### config.mk
export PLATFORM = sky130hd
export DESIGN_NAME = edo_cycle_decoder
export DESIGN_NICKNAME = d
export VERILOG_FILES = /design/src/rtl/edo_pkg.sv /design/src/rtl/edo_strobe_edge.sv /design/src/rtl/edo_rfsh_ctr.sv /design/src/rtl/edo_store.sv /design/src/rtl/edo_cycle_decoder.sv
export SDC_FILE = /design/constraint.sdc
export NUM_CORES = 1
export LEC_CHECK = 0
export BUFFER_PORTS_ARGS = -buffer_cell sky130_fd_sc_hd__buf_2
export CAP_MARGIN = 5
export CORE_MARGIN = 5
export CORE_UTILIZATION = 25
export CTS_BUF_LIST = sky130_fd_sc_hd__clkbuf_2
export DETAILED_ROUTE_END_ITERATION = 10
export PLACE_DENSITY = 0.42
export RECOVER_POWER = 100
export SLEW_MARGIN = 20
export SYNTH_ARGS = -nofsm -noshare
export SYNTH_HDL_FRONTEND = slang
export SYNTH_SLANG_ARGS = --single-unit
### constraint.sdc
create_clock -name clk -period 6.4 [get_ports clk]
set_input_delay 0.32 -clock clk [delete_from_list [all_inputs] [get_ports clk]]
set_output_delay 0.32 -clock clk [all_outputs]
set_load 0.01 [all_outputs]
### src/rtl/edo_pkg.sv
package edo_pkg;
  typedef enum logic [2:0] {
    CYC_NONE  = 3'd0,
    CYC_READ  = 3'd1,
    CYC_EARLY = 3'd2,
    CYC_LATE  = 3'd3,
    CYC_RMW   = 3'd4,
    CYC_RONLY = 3'd5,
    CYC_CBR   = 3'd6
  } cyc_e;

  typedef enum logic [1:0] {
    ST_IDLE = 2'd0,
    ST_ROW  = 2'd1,
    ST_RFSH = 2'd2
  } st_e;
endpackage

### src/rtl/edo_strobe_edge.sv
module edo_strobe_edge (
  input  logic       clk,
  input  logic       rst_n,
  input  logic       ras_n,
  input  logic       casl_n,
  input  logic       cash_n,
  input  logic       we_n,
  input  logic       oe_n,
  output logic       ras_fall,
  output logic       ras_rise,
  output logic       cas_fall,
  output logic       cas_act,
  output logic [1:0] lane_low,
  output logic [1:0] lane_fall,
  output logic       we_fall,
  output logic       oe_rise
);
  logic       ras_q;
  logic [1:0] cas_q;
  logic       we_q;
  logic       oe_q;
  logic [1:0] cas_v;

  assign cas_v     = {cash_n, casl_n};
  assign lane_low  = ~cas_v;
  assign cas_act   = |lane_low;
  assign ras_fall  = ras_q & ~ras_n;
  assign ras_rise  = ~ras_q & ras_n;
  assign lane_fall = cas_q & ~cas_v;
  assign cas_fall  = (&cas_q) & cas_act;
  assign we_fall   = we_q & ~we_n;
  assign oe_rise   = ~oe_q & oe_n;

  always_ff @(posedge clk or negedge rst_n) begin
    if (!rst_n) begin
      ras_q <= 1'b1;
      cas_q <= 2'b11;
      we_q  <= 1'b1;
      oe_q  <= 1'b1;
    end else begin
      ras_q <= ras_n;
      cas_q <= cas_v;
      we_q  <= we_n;
      oe_q  <= oe_n;
    end
  end
endmodule

### src/rtl/edo_rfsh_ctr.sv
module edo_rfsh_ctr #(
  parameter int W = 10
) (
  input  logic         clk,
  input  logic         rst_n,
  input  logic         step,
  output logic [W-1:0] count
);
  logic [W-1:0] count_d;

  always_comb begin
    count_d = count;
    if (step) count_d = count + 1'b1;
  end

  always_ff @(posedge clk or negedge rst_n) begin
    if (!rst_n) count <= '0;
    else        count <= count_d;
  end
endmodule

### src/rtl/edo_store.sv
module edo_store #(
  parameter int LANES  = 2,
  parameter int LANE_W = 8,
  parameter int IDX_W  = 5
) (
  input  logic                    clk,
  input  logic [LANES-1:0]        wr_lane,
  input  logic [IDX_W-1:0]        widx,
  input  logic [LANES*LANE_W-1:0] wdata,
  input  logic [IDX_W-1:0]        ridx,
  output logic [LANES*LANE_W-1:0] rdata
);
  localparam int DEPTH = 1 << IDX_W;

  for (genvar g = 0; g < LANES; g++) begin : g_lane
    logic [LANE_W-1:0] cells [DEPTH];

    always_ff @(posedge clk) begin
      if (wr_lane[g]) cells[widx] <= wdata[g*LANE_W +: LANE_W];
    end

    assign rdata[g*LANE_W +: LANE_W] = cells[ridx];
  end
endmodule

### src/rtl/edo_cycle_decoder.sv
module edo_cycle_decoder #(
  parameter int ADDR_W    = 10,
  parameter int LANE_W    = 8,
  parameter int ROW_IDX_W = 2,
  parameter int COL_IDX_W = 3
) (
  input  logic                  clk,
  input  logic                  rst_n,
  input  logic                  ras_n,
  input  logic                  casl_n,
  input  logic                  cash_n,
  input  logic                  we_n,
  input  logic                  oe_n,
  input  logic [ADDR_W-1:0]     addr,
  input  logic [2*LANE_W-1:0]   dq_in,
  output logic [2*LANE_W-1:0]   dq_out,
  output logic [1:0]            dq_oe,
  output logic                  cyc_stb,
  output logic [2:0]            cyc_class,
  output logic [ADDR_W-1:0]     rfsh_row,
  output logic                  lane_err
);
  import edo_pkg::*;

  localparam int LANES  = 2;
  localparam int DATA_W = LANES * LANE_W;
  localparam int IDX_W  = ROW_IDX_W + COL_IDX_W;

  logic             ras_fall, ras_rise, cas_fall, cas_act, we_fall, oe_rise;
  logic [LANES-1:0] lane_low, lane_fall;

  edo_strobe_edge u_edge (
    .clk(clk), .rst_n(rst_n), .ras_n(ras_n), .casl_n(casl_n), .cash_n(cash_n),
    .we_n(we_n), .oe_n(oe_n), .ras_fall(ras_fall), .ras_rise(ras_rise),
    .cas_fall(cas_fall), .cas_act(cas_act), .lane_low(lane_low),
    .lane_fall(lane_fall), .we_fall(we_fall), .oe_rise(oe_rise)
  );

  logic              step;
  logic [ADDR_W-1:0] rc_cnt;

  edo_rfsh_ctr #(.W(ADDR_W)) u_ctr (
    .clk(clk), .rst_n(rst_n), .step(step), .count(rc_cnt)
  );

  logic [LANES-1:0]  wr_lane;
  logic [IDX_W-1:0]  widx, ridx;
  logic [DATA_W-1:0] rdata;

  // State registers and their next values
  st_e                  st_q, st_d;
  logic [ADDR_W-1:0]    row_q, row_d;
  logic [COL_IDX_W-1:0] col_q, col_d;
  logic                 seen_q, seen_d;
  logic                 early_q, early_d;
  logic [LANES-1:0]     on_q, on_d;
  logic [LANES-1:0]     blk_q, blk_d;
  logic                 live_q, live_d;
  logic                 rdseen_q, rdseen_d;
  logic [DATA_W-1:0]    dout_q, dout_d;
  cyc_e                 cls_q, cls_d;
  logic                 stb_q, stb_d;
  logic [ADDR_W-1:0]    rrow_q, rrow_d;
  logic                 err_q, err_d;
  logic [LANES-1:0]     oe_q, oe_d;
  logic [LANES-1:0]     late_lanes;

  assign ridx = {row_q[ROW_IDX_W-1:0], addr[COL_IDX_W-1:0]};

  edo_store #(.LANES(LANES), .LANE_W(LANE_W), .IDX_W(IDX_W)) u_store (
    .clk(clk), .wr_lane(wr_lane), .widx(widx), .wdata(dq_in),
    .ridx(ridx), .rdata(rdata)
  );

  always_comb begin
    st_d       = st_q;
    row_d      = row_q;
    col_d      = col_q;
    seen_d     = seen_q;
    early_d    = early_q;
    on_d       = on_q;
    blk_d      = blk_q;
    live_d     = live_q;
    rdseen_d   = rdseen_q;
    dout_d     = dout_q;
    cls_d      = CYC_NONE;
    stb_d      = 1'b0;
    rrow_d     = rrow_q;
    err_d      = 1'b0;
    step       = 1'b0;
    wr_lane    = '0;
    widx       = {row_q[ROW_IDX_W-1:0], col_q};
    late_lanes = '0;

    case (st_q)
      ST_IDLE: begin
        if (ras_fall) begin
          if (cas_act) begin
            // column strobe already low: refresh from the counter
            st_d   = ST_RFSH;
            stb_d  = 1'b1;
            cls_d  = CYC_CBR;
            rrow_d = rc_cnt;
            step   = 1'b1;
          end else begin
            st_d   = ST_ROW;
            row_d  = addr;
            seen_d = 1'b0;
          end
        end
      end

      ST_ROW: begin
        if (ras_rise) begin
          st_d = ST_IDLE;
          if (!seen_q) begin
            stb_d  = 1'b1;
            cls_d  = CYC_RONLY;
            rrow_d = row_q;
          end
        end else if (cas_fall) begin
          // start of a column period: mode is fixed here
          col_d    = addr[COL_IDX_W-1:0];
          seen_d   = 1'b1;
          early_d  = ~we_n;
          blk_d    = '0;
          rdseen_d = 1'b0;
          widx     = ridx;
          stb_d    = 1'b1;
          if (!we_n) begin
            cls_d   = CYC_EARLY;
            wr_lane = lane_fall;
            on_d    = '0;
            live_d  = 1'b0;
          end else begin
            cls_d   = CYC_READ;
            dout_d  = rdata;
            on_d    = lane_fall;
            live_d  = 1'b1;
          end
        end else if (cas_act) begin
          if (|oe_q) rdseen_d = 1'b1;
          for (int i = 0; i < LANES; i++) begin
            if (lane_fall[i]) begin
              if ((~we_n) != early_q) begin
                err_d    = 1'b1;
                blk_d[i] = 1'b1;
              end else if (early_q) begin
                wr_lane[i] = 1'b1;
              end else begin
                on_d[i] = 1'b1;
              end
            end
          end
          if (we_fall && !early_q && oe_n) begin
            late_lanes = lane_low & ~blk_q & ~lane_fall;
            if (|late_lanes) begin
              wr_lane = wr_lane | late_lanes;
              stb_d   = 1'b1;
              cls_d   = rdseen_q ? CYC_RMW : CYC_LATE;
              live_d  = 1'b0;
            end
          end
        end else begin
          // column strobes high with the row open
          if (we_fall || oe_rise) live_d = 1'b0;
        end
      end

      ST_RFSH: begin
        if (ras_rise) st_d = ST_IDLE;
      end

      default: st_d = ST_IDLE;
    endcase

    if (ras_n && !cas_act) begin
      live_d = 1'b0;
      on_d   = '0;
    end

    oe_d = on_d & {LANES{live_d & ~oe_n}};
  end

  always_ff @(posedge clk or negedge rst_n) begin
    if (!rst_n) begin
      st_q     <= ST_IDLE;
      row_q    <= '0;
      col_q    <= '0;
      seen_q   <= 1'b0;
      early_q  <= 1'b0;
      on_q     <= '0;
      blk_q    <= '0;
      live_q   <= 1'b0;
      rdseen_q <= 1'b0;
      dout_q   <= '0;
      cls_q    <= CYC_NONE;
      stb_q    <= 1'b0;
      rrow_q   <= '0;
      err_q    <= 1'b0;
      oe_q     <= '0;
    end else begin
      st_q     <= st_d;
      row_q    <= row_d;
      col_q    <= col_d;
      seen_q   <= seen_d;
      early_q  <= early_d;
      on_q     <= on_d;
      blk_q    <= blk_d;
      live_q   <= live_d;
      rdseen_q <= rdseen_d;
      dout_q   <= dout_d;
      cls_q    <= cls_d;
      stb_q    <= stb_d;
      rrow_q   <= rrow_d;
      err_q    <= err_d;
      oe_q     <= oe_d;
    end
  end

  assign dq_out    = dout_q;
  assign dq_oe     = oe_q;
  assign cyc_stb   = stb_q;
  assign cyc_class = cls_q;
  assign rfsh_row  = rrow_q;
  assign lane_err  = err_q;
endmodule

Word-level counts from Yosys, hierarchy flattened
Memories as Yosys holds them, arrays and structs flattened. A register that Yosys moved wholly into a read port is not among the register bits.
Cells that the tools add are included.
Word-level totals
  register bits after elaboration: 55
  latch bits: 0
  memory bits (writable): 512
  bits in read-only memories: 0
  output and inout port bits: 33
  logic and storage cells: 182
  memories: 2
Cells by class
  $add $sub $neg: 1
  $mul: 0
  divide/modulo/power cells: 0
  $lt $le $gt $ge: 0
  eq/ne operators: 11
  shift-type cells: 0
  multiplexer cells: 98
  bitwise operators: 21
  reductions and logical operators: 29
Memories
  u_store.g_lane[0].cells: words 32, width 8, rd ports 1, clocked after Yosys merged registers in 1, wr ports 1, line edo_store.sv:16  | logic [LANE_W-1:0] cells [DEPTH];
  u_store.g_lane[1].cells: words 32, width 8, rd ports 1, clocked after Yosys merged registers in 1, wr ports 1, line edo_store.sv:16
Operators by type and width (count)
  2-to-1 mux 1 bit: 58
  2-to-1 mux 10 bit: 4
  2-to-1 mux 2 bit: 19
  2-to-1 mux 3 bit: 12
  one-hot mux 10 bit (2 select lines): 1
  AND reduction 5 bit: 4
  != test 2 bit, second input constant: 7
  nonzero test 2 bit: 6
  adder 10 x 1 -> 10 bit, second input constant: 1
  AND 2 bit: 4
  AND reduction 4 bit: 2
  OR reduction 2 bit: 4
  NOT 1 bit: 7
  AND 1 bit: 6
  NOT 2 bit: 3
  one-hot mux 3 bit (2 select lines): 1
  AND reduction 3 bit: 2
  zero test 1 bit: 4
  one-hot mux 1 bit (2 select lines): 2
  one-hot mux 2 bit (2 select lines): 1
  AND reduction 2 bit: 2
  logical AND 1 bit: 3
  == test 2 x 1 -> 1 bit, second input constant: 1
  == test 2 bit, second input constant: 1
  5 further kinds: 5

Depth between registers and ports, before layout
Gate-level depths: netlist (run 1).
  word-level depth: 17
  depth in mapped cells: 9
  mapped depth without buffers: 7

Cells and area by module
A second synthesis (run 1) with hierarchy kept.
Second synthesis, totals
  cell total of the unflattened synthesis: 1440
  area, all modules: 23563.8 µm²
By module, submodules not included
  edo_store: times used 1, cells an instance 1171, area each 20370.8 µm²
  edo_cycle_decoder: times used 1, cells an instance 219, area each 2560.0 µm²
  edo_rfsh_ctr: times used 1, cells an instance 35, area each 442.9 µm²
  edo_strobe_edge: times used 1, cells an instance 15, area each 190.2 µm²

Least setup slack after synthesis (run 1)
No wires, ideal clock.
  path type: register -> register
  start point: register u_edge.ras_q
  end point: memory u_store.g_lane[0].cells[25][0], enable pin
  setup time: 383 ps
  arrival time: 2045 ps
  data required time: 6017 ps
  slack: 3972 ps
  cell stages (with the launch flop): 7
  path buffers: 1
  path through: dfstp_2 -> nand2b_1 -> buf_4 -> nand4_4 -> mux2i_2 -> nand2_2 -> nor3_1
On the way
  longest elaborated chain between the ends: 6
  elaborated cells between the ends (all ways): 8
  those cells by class: 6 x mux; 2 x bitwise
Ends and longest elaborated chain
  start, declared: line edo_strobe_edge.sv:18  | logic ras_q;
  start signal, assigned: line edo_strobe_edge.sv:41  | ras_q <= ras_n;
  NOT 1 bit (*): line edo_strobe_edge.sv:28  | assign ras_rise = ~ras_q & ras_n;
  AND 1 bit (*): line edo_strobe_edge.sv:28
  2-to-1 mux 2 bit: line edo_cycle_decoder.sv:114  | if (ras_rise) begin
  2-to-1 mux 2 bit: line edo_cycle_decoder.sv:95  | case (st_q)
  2-to-1 mux 1 bit: line edo_store.sv:19  | if (wr_lane[g]) cells[widx] <= wdata[g*LANE_W +: LANE_W];
  2-to-1 mux 1 bit (not written as such): line edo_store.sv:19
  end, declared: line edo_store.sv:16
Mark *: on every way between the ends. The rest lies on a longest branch, timed or not.

Worst setup path in the final report (run 1)
  start point: register st_q[1]
  end point: memory u_store.g_lane[0].cells[27][0], enable pin
On the way
  longest elaborated chain between the ends: 4
  elaborated cells between the ends (all ways): 5
  those cells by class: 1 x eq/ne; 4 x mux
Ends and longest elaborated chain
  start, declared: line edo_cycle_decoder.sv:51  | st_e st_q, st_d;
  start signal, assigned: line edo_cycle_decoder.sv:203  | st_q <= st_d;
  == test 2 x 1 -> 1 bit (*): line edo_cycle_decoder.sv:95
  2-to-1 mux 2 bit: line edo_cycle_decoder.sv:95
  2-to-1 mux 1 bit: line edo_store.sv:19
  2-to-1 mux 1 bit (not written as such): line edo_store.sv:19
Marks and branches as above.

==> impl_metrics.json, run 1 <==
{
  "status": "complete, but fails checks",
  "violations": "capacitance limit, slew limit",
  "ir_drop_mv": 0.150,
  "power_switching_mw": 2.49,
  "cp_max_fo": 16,
  "ant_nets": 0,
  "row_count": 111,
  "r2r_slack_ps": 1860,
  "start_util": 0.252,
  "drc": 0,
  "die-area_sq_mm": 0.0991,
  "wl_microns": 62000,
  "final_cell_mix": "edfxtp_1, mux2i_1, clkbuf_2",
  "grt_max_degree": 132,
  "post_dp_cell_area_sq_mm": 0.0248,
  "synth.avg_cell_area_sq_um": 16.6,
  "ys_async_sr_fraction": 0.122,
  "slew-limit-headroom": -0.430,
  "cts.sinks": 583,
  "ctsHoldBuffers": 54,
  "skew_ps": 116,
  "worstPathArrival_ps": 5370,
  "first_iter_violations": 738,
  "cp_num_cells": 6,
  "post_drt_wl_per_cell_microns": 20.9,
  "cts_tree": "built",
  "mostFrequentLayoutCell": "edfxtp_1",
  "cts_buffers": 155,
  "die_w_microns": 315,
  "path_clk_slew_ps": 90,
  "criticalPathCategory": "flip-flop to flip-flop",
  "die_y_microns": 315,
  "setup_viol": 0,
  "max_freq_ghz": 0.220,
  "p_int_mw": 5.77,
  "cp_top_family": "simple AND/OR/NAND/NOR gates",
  "worstMarginPinSlew_ps": 2150,
  "ys_types": 53,
  "r2r_cells": 6,
  "io_buffer_count": 65,
  "pwr-share-comb": 0.147,
  "rsz0062_at_grt": "no",
  "grt_first_pass_wirelength_microns": 91100,
  "drt_pass1_iterations": 5,
  "critPathSlowestCell": "nor3_1",
  "io-pin-count": 66,
  "yosys.area.top_type_share": 0.662,
  "netlist_instances": 1402,
  "grt_use_total": 0.124,
  "place_congestion": 0.730,
  "fin_area_sq_mm": 0.0267,
  "hold_depth": 4,
  "vias": 13010,
  "leakagePower_nw": 9.48,
  "slew_violations": 574,
  "tns_ps": 0,
  "finalCriticalPeriod_ps": 4540,
  "syn_nets": 1439,
  "p_per_area_mw_per_mm2": 310,
  "hp-class": "input pin to flip-flop",
  "synth_area_leaders": "edfxtp_1, mux2i_1, dfrtp_1",
  "seq_area_frac_synth": 0.739,
  "critPathBufInv": 1,
  "postCtsSetupRepairBufs": 0,
  "area_delta_synth_final_pct": 14.9,
  "cp_slowest_stage_delay_ps": 970,
  "grt_pass1_vias": 13803,
  "switching_share": 0.301,
  "synth_edf_count": 512,
  "endpoint_kind": "flip-flop",
  "pwr-share-clk": 0.315,
  "worstPathRequired_ps": 7230,
  "finalNetCount": 1648,
  "crit_chain": "inv_1, ha_1, nand4_1, mux2i_1, nand2_1, nor3_1",
  "worst_skew_pair.late_latency_ps": 1300,
  "power_frac_seq": 0.538,
  "crit_path_start_kind": "flip-flop",
  "ys_ff_latch": 583,
  "synth_ff_type": "edfxtp_1",
  "hpwl_microns": 36300,
  "synth_top_area_cell": "edfxtp_1",
  "hold_viol_final": 0,
  "hold_ws_ps": 269,
  "h-tree-depth": 4,
  "syn_area_sq_mm": 0.0232,
  "root_buffer": "clkbuf_2",
  "maxCapViolations": 18,
  "drive_gt1_frac": 0.159,
  "gr-total-overflow": 0,
  "fin_crit_sh": 0.709,
  "cts_buffer_depth": 3,
  "avgViaCountPerCell": 4.39,
  "yosysWarnings": 0,
  "cts_resized": 0,
  "core_area_sq_mm": 0.0919,
  "antenna_found_initial": 5
}
## cell type report
cell class,count,area [sq um]
fill,9397,65300
sequential,583,17200
multi-input combinational,732,5610
tap,1243,1560
clock buffer,201,1010
timing repair buffer,129,908
clock inverter,66,408
inverter,10,37.5
antenna,1,2.50
## cell usage after synthesis (all sizes together), types with 4 or more instances
cell type	count
a21oi	15
a22oi	130
a31oi	53
and2	6
and3	35
buf	57
clkbuf	20
dfrtp	66
dfstp	5
edfxtp	512
ha	4
inv	10
mux2	11
mux2i	271
nand2	29
nand3	5
nand3b	6
nand4	4
nor2	93
nor2b	10
nor3	21
o21ai	7
xnor2	7
## stage by stage
step	power, mW	cells	worst slack, ps	util
3_5_place_dp	5.75	2643	2520	0.270
4_1_cts	8.45	2964	2410	0.291
5_1_grt	8.75	2965	1490	0.290
3_3_place_gp	5.76	2643	2600	0.270
2_1_floorplan	5.17	1402	3970	-
6_report	8.26	2965	1860	0.290
## flip-flops by register name (all words and copies together) (netlist names), 3 cells and up
| register | cells |
|---|---|
| u_store.g_lane.cells | 512 |
| dq_out | 16 |
| rfsh_row | 10 |
| row_q | 10 |
| u_ctr.count | 10 |
| col_q | 3 |
| cyc_class | 3 |
## layer usage
| layer | up-vias | share of wire | global-route usage |
|---|---|---|---|
| li1 | 6041 | - | - |
| met5 | - | 0 | 0 |
| met2 | 342 | 0.47 | 0.199 |
| met3 | 81 | 0.050 | 0.0308 |
| met4 | 0 | 0.017 | 0.0392 |
| met1 | 6546 | 0.46 | 0.166 |
## tightest hold or removal path, stage by stage
cell and delay, ps:
dlygate4sd3_1 540, clkbuf_1 160, and2_1 300, a21oi_1 210
## path summary, 6_finish.rpt
kind | from | endpoint
setup / recovery | st_q[1] | u_store.g_lane[0].cells[27][0]
hold / removal | cash_n | on_q[1]
setup reg to reg | st_q[1] | u_store.g_lane[0].cells[27][0]
hold reg to reg | u_ctr.count[9] | u_ctr.count[9]
max in group asynchronous | rst_n | dq_out[4]
min in group asynchronous | rst_n | u_edge.ras_q
## power by group through the flow
stage	clock, mW	sequential, mW	combinational, mW
2_1_floorplan	0	4.51	0.656
3_3_place_gp	0	4.53	1.22
3_5_place_dp	0	4.53	1.22
4_1_cts	2.73	4.45	1.27
5_1_grt	2.95	4.47	1.32
6_report	2.60	4.45	1.21
## cells by family (layout without fill, tap and decap cells)
| group | after synthesis | after routing | share of synthesized area |
|---|---|---|---|
| XOR/XNOR | 9 | 9 | 0.00340 |
| multiplexers | 282 | 282 | 0.122 |
| flip-flops | 583 | 583 | 0.739 |
| AND/OR/NAND/NOR | 215 | 215 | 0.0464 |
| buffers and inverters | 87 | 406 | 0.0193 |
| AO/OA/AOI/OAI | 222 | 222 | 0.0673 |
| other | 0 | 1 | 0 |
| adder cells (fa/ha/maj) | 4 | 4 | 0.00216 |
(Power assumes the default switching activity.)
==> run 2, diff against run 1 <==
==> constraint.sdc (replaced) <==
create_clock -name clk -period 4.6 [get_ports clk]
set_input_delay 0.23 -clock clk [delete_from_list [all_inputs] [get_ports clk]]
set_output_delay 0.23 -clock clk [all_outputs]
set_load 0.01 [all_outputs]
==> impl_metrics.json, run 2 (synthesis results as in run 1) <==
{
  "drc": 0,
  "endpoint_kind": "flip-flop",
  "row_count": 111,
  "place_congestion": 0.749,
  "worstMarginPinSlew_ps": 2090,
  "leakagePower_nw": 9.65,
  "hold_ws_ps": 246,
  "postCtsSetupRepairBufs": 0,
  "die_w_microns": 315,
  "drive_gt1_frac": 0.177,
  "skew_ps": 90.4,
  "ctsHoldBuffers": 66,
  "worstReg2RegStart": "st_q[1]",
  "violations": "capacitance limit, slew limit",
  "cts_buffer_depth": 3,
  "min-delay-start": "addr[8]",
  "finalNetCount": 1683,
  "p_per_area_mw_per_mm2": 427,
  "start_util": 0.252,
  "io-pin-count": 66,
  "slew-limit-headroom": -0.394,
  "cts_tree": "built",
  "ir_drop_mv": 0.200,
  "drt_pass1_iterations": 5,
  "slew_violations": 495,
  "use_met3": 0.0323,
  "gr-total-overflow": 0,
  "hpwl_microns": 37500,
  "grt_pass1_vias": 13879,
  "status": "complete, but fails checks",
  "cp_max_fo": 16,
  "worstPathArrival_ps": 4630,
  "hp-class": "input pin to flip-flop",
  "hold_depth": 4,
  "grt-busiest-layer": "met2",
  "first_iter_violations": 909,
  "cts_resized": 0,
  "path_clk_slew_ps": 100,
  "ant_nets": 0,
  "fin_util": 0.293,
  "rsz0062_at_grt": "no",
  "grt_util_met1": 0.173,
  "area_delta_synth_final_pct": 16.2,
  "final_cell_mix": "edfxtp_1, mux2i_1, clkbuf_2",
  "finalCriticalPeriod_ps": 3780,
  "post_dp_cell_area_sq_mm": 0.0250,
  "grt_first_pass_wirelength_microns": 92500,
  "max_freq_ghz": 0.265,
  "hold_end": "row_q[8]",
  "top_register": "u_store.g_lane.cells",
  "crit_path_start_kind": "flip-flop",
  "grt_max_degree": 87,
  "setup_viol": 0,
  "cts.sinks": 583,
  "die-area_sq_mm": 0.0991,
  "grt_use_total": 0.127,
  "mostFrequentLayoutCell": "edfxtp_1",
  "io_buffer_count": 65,
  "maxCapViolations": 16,
  "cts_buffers": 153,
  "post_drt_wl_per_cell_microns": 21.0,
  "wl_microns": 63100,
  "vias": 13410,
  "fillers": 9373,
  "worst_skew_pair.late_latency_ps": 1290,
  "avgViaCountPerCell": 4.46,
  "fin_crit_sh": 0.821,
  "h-tree-depth": 4,
  "criticalPathCategory": "flip-flop to flip-flop",
  "largest_register_ffs": 512,
  "root_buffer": "clkbuf_2",
  "die_y_microns": 315,
  "rr_endpoint": "u_store.g_lane[1].cells[30][5]",
  "tns_ps": 0,
  "hold_viol_final": 0,
  "r2r_cells": 7,
  "core_area_sq_mm": 0.0919,
  "r2r_slack_ps": 820,
  "antenna_found_initial": 2,
  "worstPathRequired_ps": 5460,
  "use_met2": 0.200,
  "fin_area_sq_mm": 0.0270
}
run 2: changes by cell type in the layout (fill, tap and decap cells not counted), sizes merged:
cell and change:
bufinv -1, diode +4, clkbuf +35, clkinv -20, dlygate4sd3 +12, buf +13
run 2: area by class of cell:
type / count / area (sq um) / area share
Inverter: 10 / 37.5 / 0.00139
Clock buffer: 224 / 1120 / 0.0416
Multi-Input combinational cell: 732 / 5620 / 0.208
Sequential cell: 583 / 17200 / 0.636
Timing Repair Buffer: 166 / 1180 / 0.0436
Antenna cell: 5 / 12.5 / 0.000464
Clock inverter: 45 / 300 / 0.0111
Tap cell: 1243 / 1560 / 0.0576
run 2: worst max path at each step:
| stage | depth (start not counted) | to | slack [ps] | start |
|---|---|---|---|---|
| after floorplan | 6 | u_store.g_lane[0].cells[25][0] | 2170 | u_edge.ras_q |
| after global placement | 6 | u_store.g_lane[0].cells[6][2] | 1420 | st_q[1] |
| after detailed placement | 6 | u_store.g_lane[1].cells[30][5] | 1390 | st_q[1] |
| after CTS | 6 | u_store.g_lane[1].cells[30][5] | 1330 | st_q[1] |
| after global routing | 8 | u_store.g_lane[0].cells[27][6] | 610 | st_q[1] |
| final | 7 | u_store.g_lane[1].cells[30][5] | 820 | st_q[1] |
run 2: critical path: stages, from the launching register on:
cell and delay [ps]:
dfrtp_1 400, inv_1 90, ha_1 140, buf_4 250
nand4_1 710, mux2i_1 360, nand3b_2 550, nor2_1 850
run 2: power breakdown:
part / internal (mW) / switching [mW] / total, mW / leakage, nW
combinational: 0.569 / 1.13 / 1.70 / 3.07
clock: 1.53 / 2.10 / 3.63 / 1.08
sequential: 5.98 / 0.204 / 6.19 / 5.50
total: 8.08 / 3.43 / 11.5 / 9.65
run 2: through the flow:
stage          cells  setup slack [ps]  power, mW
2_1_floorplan   1402              2170       7.19
3_3_place_gp    2668              1420       8.03
3_5_place_dp    2668              1390       8.03
4_1_cts         3003              1330       11.8
5_1_grt         3005               607       12.2
6_report        3008               824       11.5
run 2: layer usage:
| layer | wire (microns) | part of all wire |
|---|---|---|
| met1 | 29300 | 0.47 |
| met5 | 0 | 0 |
| met4 | 1120 | 0.018 |
| met2 | 29200 | 0.46 |
| met3 | 3390 | 0.054 |
==> run 3, diff against run 2 <==
==> constraint.sdc (replaced) <==
create_clock -name clk -period 3.84 [get_ports clk]
set_input_delay 0.192 -clock clk [delete_from_list [all_inputs] [get_ports clk]]
set_output_delay 0.192 -clock clk [all_outputs]
set_load 0.01 [all_outputs]
==> impl_metrics.json, run 3 (synthesis results as in run 1) <==
{
  "status": "complete, but fails checks",
  "violations": "capacitance limit, slew limit",
  "grt_util_met1": 0.182,
  "cts_buffers": 157,
  "first_iter_violations": 966,
  "die_y_microns": 315,
  "fin_crit_sh": 0.870,
  "drive_gt1_frac": 0.178,
  "vias": 13606,
  "slew_violations": 305,
  "ant_nets": 0,
  "ir_drop_mv": 0.212,
  "max_freq_ghz": 0.299,
  "drt_pass1_iterations": 5,
  "mostFrequentLayoutCell": "edfxtp_1",
  "worstPathRequired_ps": 4720,
  "grt_pass1_vias": 14425,
  "hp-class": "input pin to flip-flop",
  "r2r_slack_ps": 500,
  "avgViaCountPerCell": 4.44,
  "area.sequential_sq_mm": 0.0172,
  "worstPathArrival_ps": 4220,
  "area_delta_synth_final_pct": 18.0,
  "post_drt_wl_per_cell_microns": 21.6,
  "p_per_area_mw_per_mm2": 517,
  "cp_slowest_stage_delay_ps": 790,
  "core_area_sq_mm": 0.0919,
  "maxCapViolations": 10,
  "instances_no_fill": 3061,
  "crit_start": "u_edge.ras_q",
  "finalCriticalPeriod_ps": 3340,
  "h-tree-depth": 4,
  "hpwl_microns": 38100,
  "place_congestion": 0.762,
  "io_buffer_count": 65,
  "die-area_sq_mm": 0.0991,
  "wl_microns": 66300,
  "finalNetCount": 1727,
  "path_clk_slew_ps": 90,
  "hold_viol_final": 0,
  "grt_max_degree": 101,
  "skew_ps": 85.1,
  "gr-total-overflow": 0,
  "root_buffer": "clkbuf_2",
  "grt_first_pass_wirelength_microns": 95900,
  "fillers": 9373,
  "worstReg2RegStart": "u_edge.ras_q",
  "cts_buffer_depth": 3,
  "rsz0062_at_grt": "no",
  "fin_util": 0.298,
  "use_met2": 0.207,
  "top_register": "u_store.g_lane.cells",
  "use_met3": 0.0331,
  "worstMarginPinSlew_ps": 2460,
  "row_count": 111,
  "cts_resized": 0,
  "grt-busiest-layer": "met2",
  "antenna_found_initial": 9,
  "cp_max_fo": 13,
  "leakagePower_nw": 9.84,
  "dp_cells": 2691,
  "endpoint_kind": "flip-flop",
  "criticalPathCategory": "flip-flop to flip-flop",
  "critPathSlowestCell": "and2_0",
  "cts.sinks": 583,
  "setup_viol": 0,
  "slew-limit-headroom": -0.640,
  "multi_input_area_sq_mm": 0.00565,
  "crit_chain": "nand2b_1, and2_0, nand2_1, nor3_1, clkbuf_1",
  "tns_ps": 0,
  "rr_endpoint": "u_store.g_lane[0].cells[30][5]",
  "io-pin-count": 66,
  "postCtsSetupRepairBufs": 0,
  "drc": 0,
  "worst_skew_pair.late_latency_ps": 1280,
  "largest_register_ffs": 512,
  "cts_tree": "built",
  "grt_use_total": 0.132,
  "crit_path_start_kind": "flip-flop",
  "die_w_microns": 315,
  "start_util": 0.252,
  "r2r_cells": 5,
  "endpoint": "u_store.g_lane[0].cells[30][5]",
  "final_cell_mix": "edfxtp_1, mux2i_1, clkbuf_2",
  "hold_ws_ps": 236
}
-- run 3: metrics by stage --
stage               setup slack [ps]  area, sq um  total power, mW
floorplan                       1410        23200             8.61
global placement                 545        25200             9.60
detailed placement               434        25200             9.61
CTS                              375        27700             14.5
global route                     248        27400             14.9
finish                           498        27400             14.2
-- run 3: worst min path at each step --
stage	cells past startpoint	startpoint	slack [ps]	end
floorplan	0	rst_n	-100	blk_q[0]
detailed placement	1	rst_n	300	lane_err
global route	3	oe_n	50	u_edge.oe_q
global placement	1	rst_n	290	lane_err
CTS	2	dq_in[13]	3	u_store.g_lane[1].cells[2][5]
finish	3	oe_n	240	u_edge.oe_q
-- run 3: final cells by class --
| type | instances | area share |
|---|---|---|
| clock inverters | 55 | 0.0156 |
| well taps | 1243 | 0.0568 |
| flip-flops and latches | 583 | 0.626 |
| diodes | 3 | 0.000274 |
| repair buffers | 206 | 0.0516 |
| multi-input cells | 732 | 0.206 |
| clock buffers | 229 | 0.0418 |
| inverters | 10 | 0.00137 |
-- run 3: timing repair --
item / CTS / global route
setup endpoints to repair: 0 / 0
hold endpoints to repair: 992 / 0
hold buffers: 83 / 0
-- run 3: critical path, delay by kind of cell (launching register included) --
| family | cells | cell delay [ps] |
|---|---|---|
| DFF | 1 | 560 |
| and+or+nand+nor | 4 | 1910 |
| buffers and inverters | 1 | 510 |
-- run 3: layer usage --
| metal | routed length, microns | part of all wire |
|---|---|---|
| met1 | 31300 | 0.47 |
| met4 | 1390 | 0.021 |
| met2 | 30300 | 0.46 |
| met5 | 17 | 0.00026 |
| met3 | 3230 | 0.049 |
-- run 3: where the power goes --
group	switching (mW)	internal, mW	total (mW)
logic	1.39	0.692	2.08
clock network	2.61	2.09	4.70
registers	0.227	7.17	7.39
